**src/rtl/spl_pkg.sv**
```systemverilog
package spl_pkg;
  localparam int unsigned DEF_NUM_SUB = 3;
  localparam int unsigned DEF_LEN_W   = 4;
  localparam int unsigned DEF_SYNC    = 2;
  localparam int unsigned DEF_GAP     = 2;

  typedef enum logic [1:0] {
    ST_IDLE = 2'd0,
    ST_HIGH = 2'd1,
    ST_GAP  = 2'd2
  } line_state_e;
endpackage

```
**src/rtl/spl_edge_sync.sv**
```systemverilog
module spl_edge_sync #(
  parameter int unsigned STAGES = 2
) (
  input  logic clk,
  input  logic rst,
  input  logic din,
  output logic rise_o
);
  logic [STAGES-1:0] chain_q;
  logic              last_q;

  always_ff @(posedge clk) begin
    if (rst) begin
      chain_q <= '0;
      last_q  <= 1'b0;
    end else begin
      chain_q <= {chain_q[STAGES-2:0], din};
      last_q  <= chain_q[STAGES-1];
    end
  end

  assign rise_o = chain_q[STAGES-1] & ~last_q;

  AST_EDGE_ONESHOT: assert property (@(posedge clk) disable iff (rst)
    rise_o |=> !rise_o);
endmodule

```
**src/rtl/spl_max_sel.sv**
```systemverilog
module spl_max_sel #(
  parameter int unsigned NUM_SUB = 3,
  parameter int unsigned LEN_W   = 4
) (
  input  logic [NUM_SUB-1:0]       rise_i,
  input  logic [NUM_SUB*LEN_W-1:0] len_i,
  output logic [LEN_W-1:0]         max_o
);
  logic [LEN_W-1:0] stage [NUM_SUB+1];

  assign stage[0] = '0;

  for (genvar g = 0; g < NUM_SUB; g++) begin : g_cmp
    logic [LEN_W-1:0] cand;
    assign cand         = rise_i[g] ? len_i[g*LEN_W +: LEN_W] : '0;
    assign stage[g + 1] = (cand > stage[g]) ? cand : stage[g];
  end

  assign max_o = stage[NUM_SUB];
endmodule

```
**src/rtl/spl_pulse_gen.sv**
```systemverilog
module spl_pulse_gen
  import spl_pkg::*;
#(
  parameter int unsigned LEN_W = 4,
  parameter int unsigned GAP   = 2
) (
  input  logic             clk,
  input  logic             rst,
  input  logic [LEN_W-1:0] req_len_i,
  output logic             pulse_o
);
  localparam int unsigned GAP_W    = (GAP < 2) ? 1 : $clog2(GAP);
  localparam logic [GAP_W-1:0] GAP_LOAD = GAP_W'(GAP - 1);

  line_state_e      st_q;
  logic [LEN_W-1:0] rem_q;
  logic [LEN_W-1:0] pend_q;
  logic [GAP_W-1:0] gap_q;
  logic [LEN_W-1:0] merged;

  assign merged = (req_len_i > pend_q) ? req_len_i : pend_q;

  always_ff @(posedge clk) begin
    if (rst) begin
      st_q   <= ST_IDLE;
      rem_q  <= '0;
      pend_q <= '0;
      gap_q  <= '0;
    end else begin
      case (st_q)
        ST_HIGH: begin
          if (req_len_i > rem_q) begin
            rem_q <= req_len_i - 1'b1;
          end else if (rem_q != '0) begin
            rem_q <= rem_q - 1'b1;
          end else begin
            pend_q <= '0;
            if (GAP_LOAD != '0) begin
              st_q  <= ST_GAP;
              gap_q <= GAP_LOAD;
            end else begin
              st_q <= ST_IDLE;
            end
          end
        end
        ST_GAP: begin
          pend_q <= merged;
          gap_q  <= gap_q - 1'b1;
          if (gap_q == GAP_W'(1)) st_q <= ST_IDLE;
        end
        default: begin
          if (merged != '0) begin
            st_q   <= ST_HIGH;
            rem_q  <= merged - 1'b1;
            pend_q <= '0;
          end
        end
      endcase
    end
  end

  assign pulse_o = (st_q == ST_HIGH);

  AST_GAP_LOW: assert property (@(posedge clk) disable iff (rst)
    (st_q == ST_GAP) |=> !pulse_o);
  AST_NO_SHORTEN: assert property (@(posedge clk) disable iff (rst)
    (pulse_o && rem_q != '0) |=> pulse_o);
  AST_START_ON_REQ: assert property (@(posedge clk) disable iff (rst)
    (st_q == ST_IDLE && req_len_i != '0) |=> pulse_o);
  AST_ZERO_QUIET: assert property (@(posedge clk) disable iff (rst)
    (st_q == ST_IDLE && req_len_i == '0 && pend_q == '0) |=> !pulse_o);
endmodule

```
**src/rtl/spl_encoder.sv**
```systemverilog
module spl_encoder
  import spl_pkg::*;
#(
  parameter int unsigned NUM_SUB = DEF_NUM_SUB,
  parameter int unsigned LEN_W   = DEF_LEN_W,
  parameter int unsigned SYNC    = DEF_SYNC,
  parameter int unsigned GAP     = DEF_GAP
) (
  input  logic                     clk,
  input  logic                     rst,
  input  logic [NUM_SUB-1:0]       hit_i,
  input  logic [NUM_SUB*LEN_W-1:0] len_cfg_i,
  output logic                     pulse_o
);
  logic [NUM_SUB-1:0] rise;
  logic [LEN_W-1:0]   req_len;

  for (genvar g = 0; g < NUM_SUB; g++) begin : g_sync
    spl_edge_sync #(.STAGES(SYNC)) u_sync (
      .clk    (clk),
      .rst    (rst),
      .din    (hit_i[g]),
      .rise_o (rise[g])
    );

    AST_MAX_COVERS: assert property (@(posedge clk) disable iff (rst)
      rise[g] |-> (req_len >= len_cfg_i[g*LEN_W +: LEN_W]));
  end

  spl_max_sel #(.NUM_SUB(NUM_SUB), .LEN_W(LEN_W)) u_max (
    .rise_i (rise),
    .len_i  (len_cfg_i),
    .max_o  (req_len)
  );

  spl_pulse_gen #(.LEN_W(LEN_W), .GAP(GAP)) u_gen (
    .clk       (clk),
    .rst       (rst),
    .req_len_i (req_len),
    .pulse_o   (pulse_o)
  );
endmodule

```
**config.mk**
```make
export PLATFORM = sky130hd
export DESIGN_NAME = spl_encoder
export DESIGN_NICKNAME = d
export VERILOG_FILES = /design/src/rtl/spl_pkg.sv /design/src/rtl/spl_edge_sync.sv /design/src/rtl/spl_max_sel.sv /design/src/rtl/spl_pulse_gen.sv /design/src/rtl/spl_encoder.sv
export SDC_FILE = /design/constraint.sdc
export NUM_CORES = 1
export LEC_CHECK = 0
export BUFFER_PORTS_ARGS = -buffer_cell sky130_fd_sc_hd__buf_2
export CORE_ASPECT_RATIO = 2
export CORE_MARGIN = 2
export CORE_UTILIZATION = 58
export DETAILED_ROUTE_END_ITERATION = 10
export PLACE_DENSITY = 0.79
export RECOVER_POWER = 25
export REMOVE_ABC_BUFFERS = 1
export SLEW_MARGIN = 20
export SYNTH_ARGS = -nofsm -noshare
export SYNTH_HDL_FRONTEND = slang
export SYNTH_SLANG_ARGS = --single-unit
```
**constraint.sdc**
```tcl
create_clock -name clk -period 7 [get_ports clk]
set_input_delay 0.35 -clock clk [delete_from_list [all_inputs] [get_ports clk]]
set_output_delay 0.35 -clock clk [all_outputs]
set_load 0.1 [all_outputs]
```
# Word level (Yosys, flattened, before mapping)
# Cells that the tools add are included.
[word_totals]
wordCells = 64
ff_bits = 20
in_bits = 17
output_inout_bits = 1
[op_classes]
n_addsub = 4
reduce_logical = 9
n_eq_ne = 6
bitwise_logic = 7
mux = 23
order_cmp = 5
[op_table]
columns = ["operator", "count"]
rows = [
  ["$mux 4", 13],
  ["$gt 4x4->1", 4],
  ["$pmux 4 s2", 2],
  ["$sub 4x1->4 const B", 3],
  ["$reduce_and 3->1", 3],
  ["$mux 2", 4],
  ["$reduce_bool 4->1", 2],
  ["$gt 4x1->1 const B", 1],
  ["$ne 2x2->1 const B", 2],
  ["$not 1->1", 4],
  ["$pmux 2 s2", 1],
  ["$reduce_and 4->1", 1],
  ["$reduce_bool 2->1", 2],
  ["$and 1x1->1", 3],
  ["$ne 3x1->1 const B", 1],
  ["$reduce_bool 3->1", 1],
  ["$eq 2x1->1 const B", 1],
  ["$eq 2x2->1 const B", 1],
  ["$mux 1", 2],
  ["$ne 2x1->1 const B", 1],
  ["$pmux 1 s2", 1],
  ["$sub 1x1->1 const B", 1],
]

# Depth between registers and ports, before layout
# Gate-level depths: netlist of the first run.
[depth]
word_depth = 14
mapped_depth = 27
mapped_depth_nobuf = 26

# Modules after synthesis
# From an unflattened synthesis of the first run, not the netlist that was laid out.
[hier_totals]
hier_cells = 197
area_unflattened_um2 = 1686.6
[modules_own_cells]
columns = ["mod", "instances", "cells_per_inst", "seq_area_each_um2", "area_per_inst_um2"]
rows = [
  ["spl_pulse_gen", 1, 123, 220.2, 1008.5],
  ["spl_max_sel", 1, 53, 0.0, 415.4],
  ["spl_edge_sync", 3, 7, 60.1, 87.6],
]

# Worst setup path after synthesis of the first run
# No wires, ideal clock.
[synth_timing]
path_type = "register to register"
from = "register g_sync[1].u_sync.chain_q[1]"
to = "register u_gen.rem_q[3]"
required_ns = 6.878
path_buffers = 1
t_arrival_ns = 5.455
path_slack_ns = 1.423
path_stages_with_launch = 25
path_cell_list = "dfxtp_1 nor2b_1 and2_1 ha_1 nor2b_1 o211a_1 a22oi_4 nand2_1 nor2_1 a21oi_1 ha_1 nor2b_1 or4_1 nand2_1 mux2_2 inv_1 ha_1 a41oi_1 o31a_1 clkbuf_1 nand2_1 o32ai_2 nor4_4 or3_4 o311a_1"
[synth_via]
elab_chain_len = 11
elab_cells_between_ends = 18
cone_classes = "2 x add/sub; 4 x order compare; 1 x eq/ne; 7 x mux; 1 x bitwise; 3 x reduce/logical"
[synth_rtl]
columns = ["element", "line_no", "source"]
rows = [
  ["start, declared", "spl_edge_sync.sv:9", "logic [STAGES-1:0] chain_q;"],
  ["start signal, assigned", "spl_edge_sync.sv:17", "chain_q <= {chain_q[STAGES-2:0], din};"],
  ["$and 1x1->1 *", "spl_edge_sync.sv:22", "assign rise_o = chain_q[STAGES-1] & ~last_q;"],
  ["$mux 4 *", "spl_max_sel.sv:15", "assign cand = rise_i[g] ? len_i[g*LEN_W +: LEN_W] : '0;"],
  ["$gt 4x4->1", "spl_max_sel.sv:16", "assign stage[g + 1] = (cand > stage[g]) ? cand : stage[g];"],
  ["$mux 4 *", "spl_max_sel.sv:16", ""],
  ["$gt 4x4->1", "spl_max_sel.sv:16", ""],
  ["$mux 4 *", "spl_max_sel.sv:16", ""],
  ["$gt 4x4->1", "spl_pulse_gen.sv:21", "assign merged = (req_len_i > pend_q) ? req_len_i : pend_q;"],
  ["$mux 4", "spl_pulse_gen.sv:21", ""],
  ["$sub 4x1->4 or $reduce_bool 4->1 (tied branches)", "spl_pulse_gen.sv:54, spl_pulse_gen.sv:52", ""],
  ["$mux 4 or $reduce_bool 2->1 (tied branches)", "--", ""],
  ["$pmux 4 s2 or $reduce_and 3->1 (tied branches)", "--", ""],
  ["end signal, assigned", "spl_pulse_gen.sv:33", "rem_q <= req_len_i - 1'b1;"],
  ["end signal, assigned", "spl_pulse_gen.sv:35", "rem_q <= rem_q - 1'b1;"],
  ["end signal, assigned", "spl_pulse_gen.sv:54", "rem_q <= merged - 1'b1;"],
  ["end, declared", "spl_pulse_gen.sv:16", "logic [LEN_W-1:0] rem_q;"],
]
# Every way passes the cells marked *; elsewhere a longest branch is shown, timed or not. The select of a mux whose other input is x is not followed.
# A chain may end at the register's enable or synchronous reset.

# Worst setup path in the final report of the first run
[layout_timing]
from = "register g_sync[1].u_sync.chain_q[1]"
to = "register u_gen.rem_q[1]"
# Same word-level chain as after synthesis.

==> results of run 1 <==
[worst max path at each step]
stage	from	end	cells after the start
2_1_floorplan	g_sync[1].u_sync.chain_q[1]$_SDFF_PP0_	u_gen.rem_q[3]$_SDFFE_PP0P_	23
3_3_place_gp	g_sync[1].u_sync.chain_q[1]$_SDFF_PP0_	u_gen.rem_q[3]$_SDFFE_PP0P_	24
3_5_place_dp	g_sync[1].u_sync.chain_q[1]$_SDFF_PP0_	u_gen.rem_q[3]$_SDFFE_PP0P_	24
4_1_cts	g_sync[1].u_sync.chain_q[1]$_SDFF_PP0_	u_gen.rem_q[1]$_SDFFE_PP0P_	25
5_1_grt	g_sync[1].u_sync.chain_q[1]$_SDFF_PP0_	u_gen.rem_q[1]$_SDFFE_PP0P_	25
6_report	g_sync[1].u_sync.chain_q[1]$_SDFF_PP0_	u_gen.rem_q[1]$_SDFFE_PP0P_	25
[critical path: stages (launching register included)]
cell,delay [ps]
dfxtp_1,340
nor2b_1,200
and2_1,240
ha_1,300
nor2b_1,150
o211a_1,260
o21ai_2,300
nand2_1,190
nor2_1,130
a21oi_1,60
ha_1,300
nor2b_1,140
or4_1,420
nand2_1,180
and4_1,330
a211oi_1,130
ha_1,330
nor2b_1,130
o21a_1,180
o31ai_1,670
a21oi_1,190
o31ai_1,170
nand2_1,150
ha_1,320
nor4b_1,360
a211oi_1,90
[power by group]
| part | internal [uW] | switching [uW] | total (uW) |
|---|---|---|---|
| Combinational | 161 | 235 | 396 |
| Sequential | 132 | 14.1 | 146 |
| Clock | 76.5 | 42.0 | 119 |
[sequential cells by signal, summed over array words and instances, names as in the netlist]
register and flops:
g_sync.u_sync.chain_q 6, u_gen.pend_q 4, u_gen.rem_q 4, g_sync.u_sync.last_q 3, u_gen.st_q 2, u_gen.gap_q 1
[cell usage after synthesis, types with 2 or more instances]
library cell	count	area share [%]
and4_1	3	1.6
inv_1	16	3.6
o311a_1	2	1.2
dfxtp_1	20	24
o21a_1	5	2.3
nand2_1	19	4.3
ha_1	18	14
a22o_1	2	1.1
o21ai_0	7	2.1
clkbuf_1	5	1.1
nor2_1	8	1.8
a211oi_1	5	2.3
nor4_1	3	1.1
o31ai_1	5	2.3
a21oi_1	6	1.8
nand3_1	2	0.60
nor2b_1	17	6.4
and3_1	3	1.1
mux2i_1	2	1.2
a21o_1	2	0.90
and2_1	4	1.5
nand4_1	2	0.75
nor3_1	4	1.2
[layer usage]
layer / wire length [um] / vias to the layer above
met1: 1510 / 742
met4: 354 / 0
met2: 2220 / 61
li1: - / 764
met3: 158 / 33
met5: 0 / -
[cells by family after synthesis]
logic type	after synthesis	synth area share (%)
AOI/OAI and AO/OA	57	29.2
xor gates and xnor gates	1	0.525
adders and majority gates	18	13.5
buffers and inverters	21	4.73
DFF	20	24.0
muxes	3	1.88
and+or+nand+nor	75	26.2
[cell type report]
class,instances,area (um2),area share (%)
tap,29,36.3,1.97
timing repair buffer,17,83.8,4.54
multi-input combinational,154,1190,64.7
clock inverter,1,30.0,1.63
clock buffer,3,41.3,2.24
sequential,20,400,21.7
inverter,16,60.1,3.25
[through the flow]
step	total power (uW)	cells	hold WS, ps	util [%]	setup WS (ps)
after floorplan	454	190	414	-	1520
after global placement	511	236	421	64.7	835
after detailed placement	528	236	428	64.7	664
after CTS	657	240	280	67.3	541
after global routing	712	240	285	67.4	31.2
final	661	240	282	67.4	591
==> metrics.md, run 1 <==
| Metric | Value |
|---|---|
| Drt first pass iters | 4 |
| Number of CTS-inserted buffers | 3 |
| Die width | around 42 um |
| Hold depth | 2 |
| PwrDens | between 300 and 400 nW/um2 |
| Syn-to-layout area delta | 10.7% |
| Busiest grt layer | met2 |
| Post-Synthesis Cells | roughly 200 |
| Hold Path Sink | g_sync[1].u_sync.chain_q[0]$_SDFF_PP0_ |
| Hold Path Class | input port to flop |
| First-pass GRT wire length | around 7500 um |
| Longest Clk Path Bufs | 2 |
| Post-synthesis register bit count | 20 |
| Commonest non-fill, non-tap cell in the layout | dfxtp_1 |
| Vias in the first global route | 1704 |
| N_diodes | 0 |
| Final hold viol count | 0 |
| Die Y | 79.8 um |
| Setup_tns | 0 ps |
| CTS hold repair buffers | 0 |
| Post-synthesis sequential area ratio | between 20% and 30% |
| Crit path arrival time | between 6000 and 7000 ps |
| Met2 usage | between 50% and 60% |
| Worst Tran Pin Value | between 800 and 900 ps |
| Die area | around 3300 um2 |
| Detailed router's first-iteration violation count | around 60 |
| Post-route ant nets | 0 |
| Total Routed Length | roughly 4200 um |
| Global Route met1 Usage | 27.7% |
| Starting density of the core | 61.0% |
| Reg2reg setup slack | 590 ps |
| TritonCTS clock tree | yes |
| Met3 usage | 3.62% |
| Layout cells sized above 1 | between 15 and 20% |
| Post-CTS Resized | 0 |
| Post-synth EDFFs | 0 |
| Reg-to-Reg Start | g_sync[1].u_sync.chain_q[1]$_SDFF_PP0_ |
| # setup viols final | 0 |
| Worst Path Required | around 7100 ps |
| Reg-to-Reg End | u_gen.rem_q[1]$_SDFFE_PP0P_ |
| Reg2reg path depth | 25 |
| IO Count | 18 |
| Synth Flop Type | dfxtp_1 |
| Max cap viols | 0 |
| Min-Delay Startpoint | hit_i[1] |
| Critical path class | flop to flop |
| Max_slew headroom | around 45% |
| Root Buffer | clkbuf_8 |
| Fmax | ~160 MHz |
| Finished Cell Area | about 1800 um2 |
| H-tree levels | 1 |
| Syn avg cell area | between 8 and 9 um2 |
| Max-slew violation count | 0 |
| Port bufs | 17 |
| Avg WL per Cell | approximately 18 um |
| Cell area after placement | 1770 um2 |
| Largest net degree at the start of global routing | 18 |
| Crit end category | flop |
| Clk_lat worst skew | roughly 270 ps |
| Post-CTS Setup Repair Bufs | 0 |
| Fillers | between 200 and 250 |
| Rows | 27 |
| Most frequent cells in the layout | 20 x dfxtp_1, 19 x nand2_1, 18 x ha_1 |
| Async set or reset register ratio after synthesis | 0% |
| Tot GR Track Use | 29.2% |
| Final Skew | roughly 2.8 ps |
| Peak supply drop | 269 uV |
| Clock Sinks | 20 |
| Via/cell ratio | around 6.7 |
| Clk slew on worst S/H paths | about 80 ps |
| Crit-path max FO | 7 |
| Status | finished, final reports clean |
| Startpoint types | flop |
| DRC viols | 0 |
| Core area | approximately 2700 um2 |
| Total congestion overflow | 0 |
| Vias | 1600 |
| Antenna violations before repair | 0 |
| P_leak | between 0.0008 and 0.0009 uW |
| Synth cell types | 58 |
| Post-detail-place hpwl | between 3000 and 4000 um |
| Nets | 247 |
| Tmin final | roughly 6400 ps |
| GP Congestion | ~0.9 |
| YS warnings | 0 |
| Synthesized area | between 1500 and 2000 um2 |
| Unrepaired setup endpoints after global routing | false |
| Final Cycle Share | slightly above 90% |
Note: power is estimated with default switching activity, not from simulation.
==> inputs of run 2 (changes only) <==
--- a/config.mk
+++ b/config.mk
@@ -8,9 +8,9 @@
 export BUFFER_PORTS_ARGS = -buffer_cell sky130_fd_sc_hd__buf_2
 export CORE_ASPECT_RATIO = 2
 export CORE_MARGIN = 2
-export CORE_UTILIZATION = 58
+export CORE_UTILIZATION = 49
 export DETAILED_ROUTE_END_ITERATION = 10
-export PLACE_DENSITY = 0.79
+export PLACE_DENSITY = 0.68
 export RECOVER_POWER = 25
 export REMOVE_ABC_BUFFERS = 1
 export SLEW_MARGIN = 20
==> run 2 against run 1 <==
Register-to-register slack worse by 80 ps. Sequential power about the same. Via count down 2.1%. Routed wire length down 5.3%. Clock power down 3%. Sequential share of layout area about the same. Critical path depth down 2. Largest cell class unchanged.
==> metrics.md, run 2 (synthesis results as in run 1) <==
| Metric | Value |
|---|---|
| Status | finished, final reports clean |
| PwrDens | approximately 350 nW/um2 |
| Critical path buffer and inverter count | 0 |
| Place WS | 655 ps |
| Post-detail-place hpwl | 3280 um |
| Port bufs | 17 |
| Unrepaired setup endpoints after global routing | false |
| Reg2reg path depth | 23 |
| Reg-to-Reg Start | g_sync[0].u_sync.chain_q[1]$_SDFF_PP0_ |
| Total congestion overflow | 0 |
| Clk_lat worst skew | 260 ps |
| Total power | 646 uW |
| Detailed router's first-iteration violation count | 56 |
| TritonCTS clock tree | yes |
| Number of CTS-inserted buffers | 3 |
| Worst Path Required | 7150 ps |
| Tot GR Track Use | between 20 and 25% |
| Final Skew | ~4.5 ps |
| Min-Delay Startpoint | hit_i[0] |
| Hold Path Class | input port to flop |
| Vias in the first global route | approximately 1600 |
| Fmax | about 150 MHz |
| Clk slew on worst S/H paths | roughly 70 ps |
| Starting density of the core | about half |
| Layout cells sized above 1 | ~16% |
| Worst Tran Pin Value | around 770 ps |
| Biggest register | g_sync.u_sync.chain_q |
| Drt first pass iters | 5 |
| GP Congestion | around 0.90 |
| Clock Sinks | 20 |
| Post-route ant nets | 0 |
| Startpoint types | flop |
| H-tree levels | 1 |
| Nets | 247 |
| P_leak | 0.000816 uW |
| Leading registers by flop count | g_sync.u_sync.chain_q x6, u_gen.pend_q x4, u_gen.rem_q x4 |
| Slowest-stage cell, CP | a211oi_1 |
| Max-slew violation count | 0 |
| Crit path arrival time | between 6000 and 7000 ps |
| Fin util | roughly 55% |
| Antenna violations before repair | 0 |
| Via/cell ratio | between 6 and 7 |
| Longest Clk Path Bufs | 2 |
| First-pass GRT wire length | ~6600 um |
| Reg-to-Reg End | u_gen.rem_q[3]$_SDFFE_PP0P_ |
| # setup viols final | 0 |
| Post-CTS Setup Repair Bufs | 0 |
| Family with the most delay on the worst path | compound AO/OA/AOI/OAI gates |
| Worst path max stage delay | roughly 600 ps |
| Vias | roughly 1600 |
| Critical path class | flop to flop |
| Setup_tns | 0 ps |
| Die area | between 3000 and 4000 um2 |
| Most frequent cells in the layout | 20 x dfxtp_1, 19 x nand2_1, 18 x ha_1 |
| Hold_ws | about 300 ps |
| Die width | around 45 um |
| Sequence of cells on the critical path | nor2b_1 > nand2_1 > ha_1 > nor2b_1 > o211a_1 > o21ai_2 > nand2_1 > nor2_1 > a21oi_1 > ha_1 > nor2b_1 > nor4_1 > nor2_1 > a211oi_1 > a211oi_1 > ha_1 > a41oi_1 > o31a_1 > nand2_1 > o32ai_2 > nor4_4 > or3_4 > o311a_1 |
| Core area | approximately 3300 um2 |
| Crit-path max FO | 9 |
| IO Count | 18 |
| PnR worst setup slack | just over 500 ps |
| Final hold viol count | 0 |
| Peak supply drop | approximately 320 uV |
| Hold depth | 2 |
| Max cap viols | 0 |
| Total Routed Length | 4020 um |
| Die Y | 86.5 um |
| Largest net degree at the start of global routing | 18 |
| Avg WL per Cell | approximately 17 um |
| N_diodes | 0 |
| Commonest non-fill, non-tap cell in the layout | dfxtp_1 |
| Max reg flops | 6 |
| DRC viols | 0 |
| Hold Path Sink | g_sync[0].u_sync.chain_q[0]$_SDFF_PP0_ |
| Tmin final | between 6000 and 7000 ps |
| Final Cycle Share | 92.7% |
| Max_slew headroom | 48.6% |
| CTS hold repair buffers | 0 |
| Crit end category | flop |
| Reg2reg setup slack | 510 ps |
| Rows | 30 |
| Syn-to-layout area delta | 10.6% |
| Root Buffer | clkbuf_8 |
| Crit path depth | 23 |
| Post-CTS Resized | 0 |
==> run 2: cell count changes in the layout (fill, tap and decap cells not counted) <==
cell | before | now
a211oi_1 | 4 | 5
a211oi_2 | 2 | 1
==> run 2: per-layer routing <==
layer / track usage (%) / up-vias / share of wire, %
met5: 0 / - / 0
met2: 45.6 / 43 / 58
met3: 1.88 / 12 / 2.1
met4: 11.0 / 0 / 3.4
li1: - / 768 / -
met1: 19.6 / 744 / 36
==> run 2: area by class of cell <==
type,instances,area (um2)
timing repair buffer,17,83.8
fill,311,1500
sequential,20,400
clock inverter,1,30.0
tap,32,40.0
multi-input combinational,154,1190
clock buffer,3,41.3
inverter,16,60.1
==> run 2: worst reg2reg max path: cells and delay by family, from the launching register on <==
kind | cells | cell delay [ps]
AO/OA/AOI/OAI | 9 | 2900
AND/OR/NAND/NOR | 11 | 2160
adder cells (fa/ha/maj) | 3 | 980
flip-flops | 1 | 340
==> run 2: worst max path at each step <==
stage	to	startpoint	slack [ps]
2_1_floorplan	u_gen.rem_q[3]$_SDFFE_PP0P_	g_sync[1].u_sync.chain_q[1]$_SDFF_PP0_	1520
3_3_place_gp	u_gen.rem_q[3]$_SDFFE_PP0P_	g_sync[0].u_sync.chain_q[1]$_SDFF_PP0_	870
3_5_place_dp	u_gen.rem_q[3]$_SDFFE_PP0P_	g_sync[0].u_sync.chain_q[1]$_SDFF_PP0_	660
4_1_cts	u_gen.rem_q[3]$_SDFFE_PP0P_	g_sync[0].u_sync.chain_q[1]$_SDFF_PP0_	620
5_1_grt	u_gen.rem_q[3]$_SDFFE_PP0P_	g_sync[0].u_sync.chain_q[1]$_SDFF_PP0_	160
6_report	u_gen.rem_q[3]$_SDFFE_PP0P_	g_sync[0].u_sync.chain_q[1]$_SDFF_PP0_	510
==> run 2: per-stage QoR <==
| stage | instances | area [um2] |
|---|---|---|
| after detailed placement | 239 | 1770 |
| after floorplan | 190 | 1650 |
| after global routing | 243 | 1840 |
| final | 243 | 1840 |
| after CTS | 243 | 1850 |
| after global placement | 239 | 1770 |
==> run 2: power by group <==
group | switching, uW | total, uW | internal, uW
combinational | 227 | 386 | 159
sequential | 13.3 | 145 | 132
clock | 38.3 | 115 | 76.3
total | 279 | 646 | 367
